File: config.mk
export PLATFORM = sky130hd
export DESIGN_NAME = bus_zone_ctrl
export DESIGN_NICKNAME = d
export VERILOG_FILES = /design/src/rtl/bzc_pkg.sv /design/src/rtl/bzc_zone_decode.sv /design/src/rtl/bzc_wait_cfg.sv /design/src/rtl/bzc_wait_seq.sv /design/src/rtl/bus_zone_ctrl.sv
export SDC_FILE = /design/constraint.sdc
export NUM_CORES = 1
export LEC_CHECK = 0
export BUFFER_PORTS_ARGS = -buffer_cell sky130_fd_sc_hd__buf_2
export CORE_ASPECT_RATIO = 0.9
export CORE_MARGIN = 3
export CORE_UTILIZATION = 46
export DETAILED_ROUTE_END_ITERATION = 16
export PLACE_DENSITY = 0.87
export SYNTH_ARGS = -nofsm -noshare
export SYNTH_HDL_FRONTEND = slang
export SYNTH_SLANG_ARGS = --single-unit
File: constraint.sdc
create_clock -name clk -period 1.6 [get_ports clk]
set_input_delay 0.32 -clock clk [delete_from_list [all_inputs] [get_ports clk]]
set_output_delay 0.32 -clock clk [all_outputs]
set_load 0.005 [all_outputs]
File: src/rtl/bzc_pkg.sv
package bzc_pkg;
  typedef enum logic [2:0] {
    ZN_ROM  = 3'd0,
    ZN_SRAM = 3'd1,
    ZN_DRAM = 3'd2,
    ZN_IO   = 3'd3,
    ZN_REGS = 3'd4,
    ZN_NONE = 3'd5
  } zone_e;

  // Decode from the top nibble of the address.
  function automatic zone_e zone_of(input logic [3:0] nib, input logic low_dram);
    zone_e z;
    unique casez (nib)
      4'b00??: z = low_dram ? ZN_DRAM : ZN_ROM;
      4'b01??: z = low_dram ? ZN_DRAM : ZN_NONE;
      4'b10??: z = ZN_ROM;
      4'b110?: z = ZN_SRAM;
      4'b1110: z = ZN_IO;
      default: z = ZN_REGS;
    endcase
    return z;
  endfunction

  function automatic logic zone_waits(input zone_e z);
    return (z == ZN_ROM) || (z == ZN_SRAM) || (z == ZN_DRAM) || (z == ZN_IO);
  endfunction
endpackage

File: src/rtl/bzc_zone_decode.sv
module bzc_zone_decode
  import bzc_pkg::*;
#(
  parameter int ADDR_W = 24
) (
  input  logic [ADDR_W-1:0] addr,
  input  logic              low_dram,
  output zone_e             zone
);
  localparam int TOP = ADDR_W - 1;
  always_comb zone = zone_of(addr[TOP -: 4], low_dram);
endmodule

File: src/rtl/bzc_wait_cfg.sv
module bzc_wait_cfg #(
  parameter int CNT_W = 3,
  parameter int NZ    = 4
) (
  input  logic              clk,
  input  logic              rst_n,
  input  logic              we,
  input  logic [NZ*CNT_W-1:0] wdata,
  output logic [NZ*CNT_W-1:0] cfg
);
  always_ff @(posedge clk or negedge rst_n) begin
    if (!rst_n) cfg <= '1;
    else if (we) cfg <= wdata;
  end

  AST_RESET_MAX: assert property (@(posedge clk) $rose(rst_n) |-> cfg == '1);
endmodule

File: src/rtl/bzc_wait_seq.sv
module bzc_wait_seq #(
  parameter int CNT_W = 3
) (
  input  logic             clk,
  input  logic             rst_n,
  input  logic             start_req,
  input  logic [CNT_W-1:0] load_cnt,
  output logic             accept,
  output logic             busy,
  output logic             bus_wait,
  output logic             done
);
  typedef enum logic [1:0] {S_IDLE, S_WAIT, S_DONE} st_e;
  st_e              st;
  logic [CNT_W-1:0] rem;

  assign accept   = start_req && (st == S_IDLE);
  assign busy     = (st != S_IDLE);
  assign bus_wait = (st == S_WAIT);
  assign done     = (st == S_DONE);

  always_ff @(posedge clk or negedge rst_n) begin
    if (!rst_n) begin
      st  <= S_IDLE;
      rem <= '0;
    end else begin
      unique case (st)
        S_IDLE: if (start_req) begin
          rem <= load_cnt;
          st  <= (load_cnt != '0) ? S_WAIT : S_DONE;
        end
        S_WAIT: begin
          rem <= rem - 1'b1;
          if (rem == CNT_W'(1)) st <= S_DONE;
        end
        default: st <= S_IDLE;
      endcase
    end
  end

  // Checker: count wait cycles and compare with the count taken at accept.
  logic [CNT_W:0]   run_cnt;
  logic [CNT_W-1:0] lat_cnt;
  always_ff @(posedge clk or negedge rst_n) begin
    if (!rst_n) begin
      run_cnt <= '0;
      lat_cnt <= '0;
    end else if (accept) begin
      run_cnt <= '0;
      lat_cnt <= load_cnt;
    end else if (bus_wait) begin
      run_cnt <= run_cnt + 1'b1;
    end
  end

  AST_WAIT_LEN:   assert property (@(posedge clk) disable iff (!rst_n) done |-> run_cnt == {1'b0, lat_cnt});
  AST_WAIT_ENDS:  assert property (@(posedge clk) disable iff (!rst_n) $fell(bus_wait) |-> done);
  AST_ZERO_DIRECT: assert property (@(posedge clk) disable iff (!rst_n) (accept && load_cnt == '0) |=> done);
  AST_DONE_ONCE:  assert property (@(posedge clk) disable iff (!rst_n) done |=> !busy);
endmodule

File: src/rtl/bus_zone_ctrl.sv
module bus_zone_ctrl
  import bzc_pkg::*;
#(
  parameter int ADDR_W = 24,
  parameter int CNT_W  = 3,
  parameter int NZ     = 4,
  parameter int CFG_W  = NZ * CNT_W
) (
  input  logic              clk,
  input  logic              rst_n,
  input  logic              addr_strobe,
  input  logic [ADDR_W-1:0] addr,
  input  logic              wr,
  input  logic [1:0]        byte_en,
  input  logic              low_dram,
  input  logic              power_save,
  input  logic              cfg_we,
  input  logic [CFG_W-1:0]  cfg_wdata,
  output logic [CFG_W-1:0]  wait_cfg,
  output logic              sel_rom,
  output logic              sel_sram,
  output logic              sel_dram,
  output logic              sel_io,
  output logic              sel_regs,
  output logic              map_err,
  output logic              bus_wait,
  output logic              we_even,
  output logic              we_odd
);
  localparam int ZI_W = $clog2(NZ);

  zone_e            zone_d, zone_q;
  logic             wr_q;
  logic [1:0]       be_q;
  logic [CNT_W-1:0] cnt_of [NZ];
  logic [CNT_W-1:0] load_cnt;
  logic             accept, busy, done;
  logic             zero_wait;

  bzc_zone_decode #(.ADDR_W(ADDR_W)) u_dec (
    .addr(addr), .low_dram(low_dram), .zone(zone_d)
  );

  bzc_wait_cfg #(.CNT_W(CNT_W), .NZ(NZ)) u_cfg (
    .clk(clk), .rst_n(rst_n), .we(cfg_we), .wdata(cfg_wdata), .cfg(wait_cfg)
  );

  for (genvar z = 0; z < NZ; z++) begin : g_field
    assign cnt_of[z] = wait_cfg[z*CNT_W +: CNT_W];
  end

  assign zero_wait = power_save || !zone_waits(zone_d);
  assign load_cnt  = zero_wait ? '0 : cnt_of[zone_d[ZI_W-1:0]];

  bzc_wait_seq #(.CNT_W(CNT_W)) u_seq (
    .clk(clk), .rst_n(rst_n), .start_req(addr_strobe), .load_cnt(load_cnt),
    .accept(accept), .busy(busy), .bus_wait(bus_wait), .done(done)
  );

  always_ff @(posedge clk or negedge rst_n) begin
    if (!rst_n) begin
      zone_q <= ZN_NONE;
      wr_q   <= 1'b0;
      be_q   <= '0;
    end else if (accept) begin
      zone_q <= zone_d;
      wr_q   <= wr;
      be_q   <= byte_en;
    end
  end

  assign sel_rom  = busy && (zone_q == ZN_ROM);
  assign sel_sram = busy && (zone_q == ZN_SRAM);
  assign sel_dram = busy && (zone_q == ZN_DRAM);
  assign sel_io   = busy && (zone_q == ZN_IO);
  assign sel_regs = busy && (zone_q == ZN_REGS);
  assign map_err  = busy && (zone_q == ZN_NONE);
  assign we_even  = done && wr_q && be_q[0];
  assign we_odd   = done && wr_q && be_q[1];

  logic [4:0] sel_vec;
  assign sel_vec = {sel_regs, sel_io, sel_dram, sel_sram, sel_rom};

  AST_SEL_ONEHOT: assert property (@(posedge clk) disable iff (!rst_n) $onehot0(sel_vec));
  AST_ERR_NOSEL:  assert property (@(posedge clk) disable iff (!rst_n) map_err |-> sel_vec == '0);
  AST_STROBE_END: assert property (@(posedge clk) disable iff (!rst_n) (we_even || we_odd) |-> (!bus_wait && busy));
  AST_PS_NOWAIT:  assert property (@(posedge clk) disable iff (!rst_n) (accept && power_save) |=> !bus_wait);
  AST_REGS_NOWAIT: assert property (@(posedge clk) disable iff (!rst_n) (accept && zone_d == ZN_REGS) |=> !bus_wait);
  AST_SEL_HOLD:   assert property (@(posedge clk) disable iff (!rst_n) (busy && !done) |=> ($stable(sel_vec) && $stable(map_err)));
endmodule

# After elaboration in Yosys (flattened, before gate mapping)

Index checks and enable logic that the tools add are counted.

Add/sub/neg operators: 1
Order comparisons: 1
Equal/unequal tests: 17
Mux-type cells: 13
Bitwise gates (word level): 1
Reductions and logical operators: 24

Operator list:

| cell                  | count |
|---|---|
| $mux W3               | 5 |
| $pmux W3 S5           | 1 |
| $eq A3 B2 Y1 const B  | 4 |
| $logic_and A1 B1 Y1   | 10 |
| $eq A3 B1 Y1 const B  | 3 |
| $eq A3 B3 Y1 const B  | 3 |
| $mux W2               | 4 |
| $bmux W3 S2           | 1 |
| $logic_not A3 Y1      | 2 |
| $pmux W3 S2           | 1 |
| $eq A2 B1 Y1 const B  | 2 |
| $eq A2 B2 Y1 const B  | 2 |
| $eq A4 B4 Y1 const B  | 1 |
| $logic_not A2 Y1      | 2 |
| $logic_or A1 B1 Y1    | 4 |
| $pmux W2 S2           | 1 |
| $reduce_and A2 Y1     | 2 |
| $reduce_bool A2 Y1    | 2 |
| $ge A3 B3 Y1 const B  | 1 |
| $not A2 Y3            | 1 |
| $reduce_bool A3 Y1    | 1 |
| $sub A3 B1 Y3 const B | 1 |
| $ne A2 B1 Y1 const B  | 1 |
| $ne A2 B2 Y1 const B  | 1 |
| $logic_not A1 Y1      | 1 |

Flip-flop bits (word level): 23
Bits of input ports: 45
Output and inout port bits: 21
Logic and storage cells: 63

# Logic depth before layout (Yosys ltp)

Gate-level depths: netlist of the first run.

Depth in word-level cells: 13
Depth in mapped cells: 7
Depth with buffers taken out: 7

# Cells and area by module

Synthesis of the first run repeated with hierarchy kept, for this count alone.

Cells, all modules: 106
Area total of the unflattened synthesis: 1,335.0 sq um

By module, submodules not included:

| module          | times used | cells an instance | area an instance (sq um) | sequential area each (sq um) |
|---|---|---|---|---|
| bzc_wait_cfg    | 1          | 25                | 499.2                    | 315.3 |
| bus_zone_ctrl   | 1          | 30                | 389.1                    | 152.6 |
| bzc_wait_seq    | 1          | 36                | 326.6                    | 125.1 |
| bzc_zone_decode | 1          | 15                | 120.1                    | 0.0 |

# Worst setup path after synthesis of the first run

Ideal clock, no wire load.

Kind: in2reg
Start point: input port addr[23]
End point: register u_seq.rem[1]
Setup time: 138 ps
Arrival time: 1,559 ps
Data required time: 1,462 ps
Path slack: -97 ps
Stages on the path: 7
Buffers on the path: 0
Cell sequence: inv_1 > ha_1 > nor2_4 > o211ai_4 > mux2_2 > mux2i_1 > o221ai_1

Cells in the longest elaborated chain, start to end: 11
Elaborated cells on any way between the ends: 22
Classes of those cells: 7 x eq/ne; 7 x mux; 1 x bitwise; 7 x reduce/logical

RTL lines:

| what                                                    | line                | source |
|---|---|---|
| from (decl)                                             | bus_zone_ctrl.sv:12 | `input logic [ADDR_W-1:0] addr,` |
| $eq A4 B4 Y1, or another cell as far along              | bzc_pkg.sv:14       | `unique casez (nib)` |
| $pmux W3 S5 (*)                                         | bzc_pkg.sv:14       |  |
| $eq A3 B1 Y1 / $logic_not A3 Y1 (equally long branches) | bzc_pkg.sv:26       | `return (z == ZN_ROM) \|\| (z == ZN_SRAM) \|\| (z == ZN_DRAM) \|\| (z == ZN_IO);` |
| $logic_or A1 B1 Y1 (3 in a row)                         | bzc_pkg.sv:26       |  |
| $logic_not A1 Y1                                        | bus_zone_ctrl.sv:52 | `assign zero_wait = power_save \|\| !zone_waits(zone_d);` |
| $logic_or A1 B1 Y1                                      | bus_zone_ctrl.sv:52 |  |
| $mux W3 (*)                                             | bus_zone_ctrl.sv:53 | `assign load_cnt = zero_wait ? '0 : cnt_of[zone_d[ZI_W-1:0]];` |
| $mux W3 (*)                                             | bzc_wait_seq.sv:28  | `S_IDLE: if (start_req) begin` |
| $pmux W3 S2 (*)                                         | bzc_wait_seq.sv:27  | `unique case (st)` |
| to (signal assigned)                                    | bzc_wait_seq.sv:29  | `rem <= load_cnt;` |
| to (signal assigned)                                    | bzc_wait_seq.sv:33  | `rem <= rem - 1'b1;` |
| to (decl)                                               | bzc_wait_seq.sv:15  | `logic [CNT_W-1:0] rem;` |

Every way passes the cells marked *; elsewhere a longest branch is shown, timed or not. The select of a mux whose other input is x is not followed.
A chain may end at the register's enable or synchronous reset.

# Final worst setup path of the first run

Start point: input port addr[22]
End point: register u_seq.st[0]

Cells in the longest elaborated chain, start to end: 13
Elaborated cells on any way between the ends: 24
Classes of those cells: 7 x eq/ne; 8 x mux; 1 x bitwise; 8 x reduce/logical

RTL lines:

| what                                                    | line                | source |
|---|---|---|
| $eq A4 B4 Y1, or another cell as far along              | bzc_pkg.sv:14       |  |
| $pmux W3 S5 (*)                                         | bzc_pkg.sv:14       |  |
| $eq A3 B1 Y1 / $logic_not A3 Y1 (equally long branches) | bzc_pkg.sv:26       |  |
| $logic_or A1 B1 Y1 (3 in a row)                         | bzc_pkg.sv:26       |  |
| $logic_not A1 Y1                                        | bus_zone_ctrl.sv:52 |  |
| $logic_or A1 B1 Y1                                      | bus_zone_ctrl.sv:52 |  |
| $mux W3 (*)                                             | bus_zone_ctrl.sv:53 |  |
| $reduce_bool A3 Y1 (*)                                  | bzc_wait_seq.sv:30  | `st <= (load_cnt != '0) ? S_WAIT : S_DONE;` |
| $mux W2 (*)                                             | bzc_wait_seq.sv:30  |  |
| $mux W2 (*)                                             | bzc_wait_seq.sv:28  |  |
| $pmux W2 S2 (*)                                         | bzc_wait_seq.sv:27  |  |
| to (signal assigned)                                    | bzc_wait_seq.sv:30  |  |
| to (decl)                                               | bzc_wait_seq.sv:14  | `st_e st;` |

Marks and branches as above.

==> flow_summary.json, run 1 <==
{
  "grt_pass1_vias": 1180,
  "finalHoldViolCount": 0,
  "cts.htree.levels": 1,
  "r2r_end": "u_seq.st[0]$_DFFE_PN0P_",
  "final_util_pct": 66.8,
  "area_growth_pct": 35.8,
  "power.leakage_nw": 0.894,
  "path_cells": "buf_2 -> inv_2 -> ha_4 -> nor2_4 -> o211ai_4 -> mux2i_2 -> nor4_2 -> o32ai_1",
  "period_share_pct": 101,
  "cts_tree": "yes",
  "powerDensity_nw_per_um2": 1140,
  "fin_cells": 227,
  "critPathRequiredTime_ns": 1.80,
  "vdd_drop_max_mv": 0.660,
  "start_kind": "input pin",
  "synthCells": 125,
  "cap_violations": 0,
  "r2r-start": "u_seq.st[1]$_DFFE_PN0P_",
  "cts.sinks": 23,
  "grt-ovfl-total": 0,
  "dp.cells": 218,
  "hold-path-cell-count": 3,
  "cts_root_buffer": "clkbuf_4",
  "clockPowerShare_pct": 12.8,
  "path_class": "in2reg",
  "synth_nets": 175,
  "avgSynthCellArea_um2": 11.1,
  "violations": "negative setup slack",
  "clock_path_buffers": 2,
  "status": "complete, but fails checks",
  "worstSetupEndpointType": "register",
  "grt_pass1_wl_um": 5380,
  "r2r_setup_slack_ns": 0.10,
  "yosysTopAreaCellShare_pct": 26.6,
  "cp_slowest_cell": "o211ai_4",
  "die_h_um": 58.0,
  "wl_per_cell_um": 14.0,
  "synth.yosys.seq_area_share_pct": 42.9,
  "layout_setup_ws_ns": -0.0112,
  "ys_types": 40,
  "firstDrtPassIters": 4,
  "maxSlewHeadroom_pct": 66.5,
  "vias": 1191,
  "routed_wl_um": 3180,
  "cp.depth": 8,
  "internal-power_w": 0.00136,
  "antenna-diode-count": 0,
  "worst_slew_pin_slew_ns": 0.502,
  "ys_seq_elements": 23,
  "initial_utilization_pct": 49.2,
  "syn_area_um2": 1380,
  "endpoint": "u_seq.st[0]$_DFFE_PN0P_",
  "pwr-share-comb_pct": 43.0,
  "dpl_cell_area_um2": 1750,
  "fp-row-count": 18,
  "drc": 0,
  "p_sw_share_pct": 36.7,
  "grt_use_total_pct": 18.1,
  "timing.fmax_mhz": 621,
  "antenna_found_initial": 0,
  "core_area_um2": 2820,
  "clock_latency_ns": 0.32,
  "path_clk_slew_ns": 0.11,
  "pin_count": 66,
  "fin_setup_tns_ns": -0.0165,
  "cts_buffers": 3,
  "place.gp.congestion": 0.765,
  "finalCriticalPeriod_ns": 1.61,
  "dp_hpwl_um": 2470,
  "synth_largest_area_cell": "dfstp_2",
  "synth.area.top_cells": "dfstp_2 27%, dfrtp_1 16%, mux2_2 13%",
  "power.switching_w": 0.000788,
  "drt-vias-per-instance": 5.25,
  "drive_gt1_share_pct": 64.7,
  "arrival_ns": 1.81,
  "post-route-cell-area_um2": 1880,
  "drt_iter0_drc": 56,
  "dieArea_um2": 3700,
  "finalMaxSlewViolations": 0,
  "hold_path_class": "in2reg",
  "clock_skew_ns": 0.0164,
  "cpPeakStageDelay_ns": 0.32,
  "grt_max_degree": 24,
  "startpoint": "addr[22]",
  "rsz0062_at_grt": "yes",
  "synthArstFlopShare_pct": 100,
  "reg2reg_depth": 4,
  "setup_viol": 2,
  "synth_flop_cell": "dfstp_2",
  "crit_family": "compound AO/OA/AOI/OAI gates",
  "seqPwrFrac_pct": 44.2,
  "synth-edff-count": 0,
  "buffer_ports.inserted": 45,
  "ys_warn_count": 0,
  "crit_buf_inv": 2,
  "ant_nets": 0,
  "dieWidth_um": 63.8,
  "finish.net_count": 238,
  "cp_max_fo": 5
}
## cells in the mapped netlist, drive strengths merged, types with 2 or more instances
cell,n
nand2,17
mux2,16
dfstp,14
dfrtp,9
nor2,8
mux2i,7
inv,6
ha,5
nor3,5
o21ai,5
nand2b,3
o221ai,3
a21oi,2
and4b,2
buf,2
clkbuf,2
nand3,2
nand3b,2
nor4,2
o22ai,2
## cells by family (layout without fill, tap and decap cells)
kind of cell	count (synthesis)	in the layout	synth area share (%)
mux	23	23	18.1
compound gates	18	18	11.3
simple gates	46	46	20.4
flops	23	23	42.9
fa+ha+maj	5	5	4.52
buf+inv	10	72	2.80
## flip-flops by register name, summed over array words and instances (netlist names)
register and flops:
be_q 2, u_cfg.cfg 12, u_seq.rem 3, u_seq.st 2, wr_q 1, zone_q 3
## how the worst min path moves through the flow
stage / slack [ns] / to / start
final: 0.19 / wr_q$_DFFE_PN0P_ / wr
after global routing: 0.19 / wr_q$_DFFE_PN0P_ / wr
after CTS: 0.19 / wr_q$_DFFE_PN0P_ / wr
after detailed placement: 0.31 / wr_q$_DFFE_PN0P_ / rst_n
after global placement: 0.30 / u_seq.st[0]$_DFFE_PN0P_ / rst_n
after floorplan: 0.02 / be_q[0]$_DFFE_PN0P_ / rst_n
## power groups by stage
stage               Combinational (W)  Clock, W  Sequential [W]
floorplan                    0.000511         0        0.000915
global placement             0.000725         0        0.000935
detailed placement           0.000768         0        0.000955
CTS                          0.000847  0.000279        0.000928
global route                  0.00102  0.000303        0.000977
finish                       0.000924  0.000275        0.000951
## through the flow
| stage | power, W | setup WS (ns) | hold WS [ns] |
|---|---|---|---|
| 4_1_cts | 0.00205 | 0.00299 | 0.187 |
| 2_1_floorplan | 0.00143 | -0.0661 | 0.0244 |
| 3_5_place_dp | 0.00172 | -0.302 | 0.312 |
| 5_1_grt | 0.00230 | -0.0687 | 0.190 |
| 6_report | 0.00215 | -0.0112 | 0.193 |
| 3_3_place_gp | 0.00166 | -0.216 | 0.302 |
## worst register-to-register path, cell delays in order, from the launching register on
cell	delay (ns)
dfrtp_2	0.46
nor2_4	0.21
and2_2	0.27
nand2_1	0.13
o32ai_1	0.33
## per-layer routing
metal,vias up,wire [µm],part of all wire [%],GRT usage (%)
li1,574,-,-,-
met1,567,1300,41,20.2
met2,46,1610,51,34.3
met3,4,238,7.5,5.81
met4,0,25,0.79,2.77
met5,-,0,0,0
## timing repair
| action | in CTS | in global routing |
|---|---|---|
| buffers inserted | 3 | 1 |
| setup endpoints to repair | 4 | 9 |
| hold buffers | 1 | 0 |
| hold endpoints to repair | 9 | 0 |
| pin swaps | 1 | 4 |
| gates resized for setup | 1 | 15 |
## cells in the final DEF (no fill, tap or decap), drive strengths merged
master / instances
nor4bb: 1
nor3: 5
nand2b: 3
dfstp: 14
inv: 7
nand3: 2
nand2: 17
a31oi: 1
clkbuf: 3
dlygate4sd3: 1
and4b: 2
o21ai: 5
a21oi: 2
a311oi: 1
o22ai: 2
nand3b: 2
nor2: 8
nor2b: 1
mux2: 16
ha: 5
o32ai: 1
o2bb2ai: 1
buf: 61
and2: 1
and2b: 1
o221ai: 3
nor4: 2
dfrtp: 9
o211ai: 1
mux2i: 7
a211o: 1
nor4b: 1
## final cells by class
type / instances / area [µm²]
fill: 208 / 936
multi-input combinational: 92 / 818
sequential: 23 / 597
timing repair buffer: 62 / 363
tap: 40 / 50.0
clock buffer: 3 / 22.5
inverter: 6 / 22.5
clock inverter: 1 / 6.26
Note: power is estimated with default switching activity, not from simulation.
==> run 2, diff against run 1 <==
- PLACE_DENSITY: 0.87 -> not set
- PLACE_DENSITY_LB_ADDON: not set -> 0.15
==> flow_summary.json, run 2 (same netlist as run 1, synthesis figures left out) <==
{
  "status": "finished, final reports clean",
  "antenna-diode-count": 0,
  "path_class": "reg2out",
  "worstSetupEndpointType": "output pin",
  "maxSlewHeadroom_pct": 66.9,
  "grt_max_degree": 24,
  "finalMaxSlewViolations": 0,
  "clock_skew_ns": 0.00213,
  "clock_path_buffers": 2,
  "drc": 0,
  "pin_count": 66,
  "path_cells": "o21ai_2 -> nor3_2 -> buf_2",
  "dpl_cell_area_um2": 1750,
  "crit_buf_inv": 1,
  "start_kind": "register",
  "timing.fmax_mhz": 625,
  "wl_per_cell_um": 13.2,
  "dp_hpwl_um": 2270,
  "cts_tree": "yes",
  "critPathRequiredTime_ns": 1.28,
  "fillerInstances": 236,
  "drt_iter0_drc": 26,
  "r2r_setup_slack_ns": 0.15,
  "cpPeakStageDelay_ns": 0.58,
  "ant_nets": 0,
  "largest_reg_flops": 12,
  "powerDensity_nw_per_um2": 1140,
  "cp_max_fo": 3,
  "place.gp.congestion": 0.793,
  "highest_layer": "met4",
  "firstDrtPassIters": 4,
  "wirelength_met1_um": 1340,
  "routed_wl_um": 3010,
  "hold-path-endpoint": "be_q[1]$_DFFE_PN0P_",
  "grt_pass1_wl_um": 4780,
  "antenna_found_initial": 0,
  "grt_use_total_pct": 16.3,
  "post-route-cell-area_um2": 1880,
  "reg.largest.list": "u_cfg.cfg x12, u_seq.rem x3, zone_q x3",
  "dp.cells": 217,
  "rsz0062_at_grt": "yes",
  "cts_root_buffer": "clkbuf_4",
  "hold_path_class": "in2reg",
  "crit_family": "flip-flops",
  "cts_buffers": 3,
  "top_register": "u_cfg.cfg",
  "final_common_cell": "buf_2",
  "initial_utilization_pct": 49.2,
  "layout_common_cells": "45 x buf_2, 17 x nand2_1, 17 x buf_4, 16 x mux2_2, 14 x dfstp_2",
  "drive_gt1_share_pct": 64.0,
  "period_share_pct": 99.9,
  "hold-path-cell-count": 3,
  "grt_pass1_vias": 1125,
  "power.leakage_nw": 0.895,
  "holdWs_ns": 0.195,
  "final_util_pct": 66.7,
  "arrival_ns": 1.28,
  "core_area_um2": 2820,
  "r2r_end": "u_seq.rem[2]$_DFFE_PN0P_",
  "cts.htree.levels": 1,
  "worst_slew_pin_slew_ns": 0.497,
  "met3_length_um": 130,
  "die_h_um": 58.0,
  "vdd_drop_max_mv": 0.608,
  "multi_input_area_um2": 806,
  "area_growth_pct": 35.6,
  "met2_length_um": 1520,
  "cts.sinks": 23,
  "vias": 1184,
  "seq_area_um2": 597,
  "finish.net_count": 240,
  "fin_setup_tns_ns": 0,
  "finalHoldViolCount": 0,
  "dieWidth_um": 63.8,
  "dieArea_um2": 3700,
  "finalCriticalPeriod_ns": 1.60,
  "fin_cells": 229,
  "r2r-start": "u_seq.st[0]$_DFFE_PN0P_",
  "reg2reg_depth": 5,
  "grt-ovfl-total": 0,
  "buffer_ports.inserted": 45,
  "fp-row-count": 18,
  "path_clk_slew_ns": 0.13,
  "clock_latency_ns": 0.31,
  "drt-vias-per-instance": 5.17,
  "cap_violations": 0,
  "hp-start": "byte_en[1]",
  "cp_slowest_cell": "dfstp_2",
  "setup_viol": 0
}
==> run 2: worst max-delay path by stage <==
| stage | startpoint | endpoint | slack [ns] | cells past startpoint |
|---|---|---|---|---|
| after floorplan | addr[23] | u_seq.st[1]$_DFFE_PN0P_ | -0.07 | 7 |
| after global placement | addr[23] | u_seq.st[1]$_DFFE_PN0P_ | -0.27 | 8 |
| after detailed placement | addr[23] | u_seq.st[1]$_DFFE_PN0P_ | -0.30 | 8 |
| after CTS | zone_q[0]$_DFFE_PN1P_ | sel_dram | 0.0008 | 3 |
| after global routing | zone_q[2]$_DFFE_PN1P_ | sel_regs | -0.08 | 3 |
| final | zone_q[2]$_DFFE_PN1P_ | sel_regs | 0.0008 | 3 |
==> run 2: layout make-up <==
| class | instances | share of cell area [%] |
|---|---|---|
| Clock buffer | 3 | 1.20 |
| Clock inverter | 1 | 0.267 |
| Inverter | 6 | 1.20 |
| Multi-Input combinational cell | 92 | 42.9 |
| Sequential cell | 23 | 31.8 |
| Tap cell | 40 | 2.67 |
| Timing Repair Buffer | 64 | 19.9 |
==> run 2: tightest hold or removal path, stage by stage <==
cell and delay [ns]:
buf_2 0.07, nand2_1 0.04, nand2_1 0.05
==> run 2: power by group <==
| part | internal (W) | switching [W] |
|---|---|---|
| sequential | 0.000785 | 0.000154 |
| combinational | 0.000488 | 0.000451 |
| clock | 0.0000935 | 0.000175 |
==> run 2: metal layers <==
layer  up-vias  track usage [%]
met5         -                0
met4         0             5.54
met3         4             2.52
met2        37             28.1
met1       564             21.0
li1        579                -
==> run 2: what timing repair did <==
action / in CTS / in global routing
gates resized for setup: 2 / 10
pin swaps: 1 / 7
setup endpoints to repair: 2 / 8
hold endpoints to repair: 9 / 0
buffers inserted: 3 / 4
hold buffers: 1 / 0
==> run 2: stage by stage <==
step                total power [W]  setup slack [ns]
CTS                         0.00205          0.000824
floorplan                   0.00143           -0.0661
global route                0.00231           -0.0833
global placement            0.00167            -0.271
detailed placement          0.00171            -0.295
finish                      0.00215          0.000825
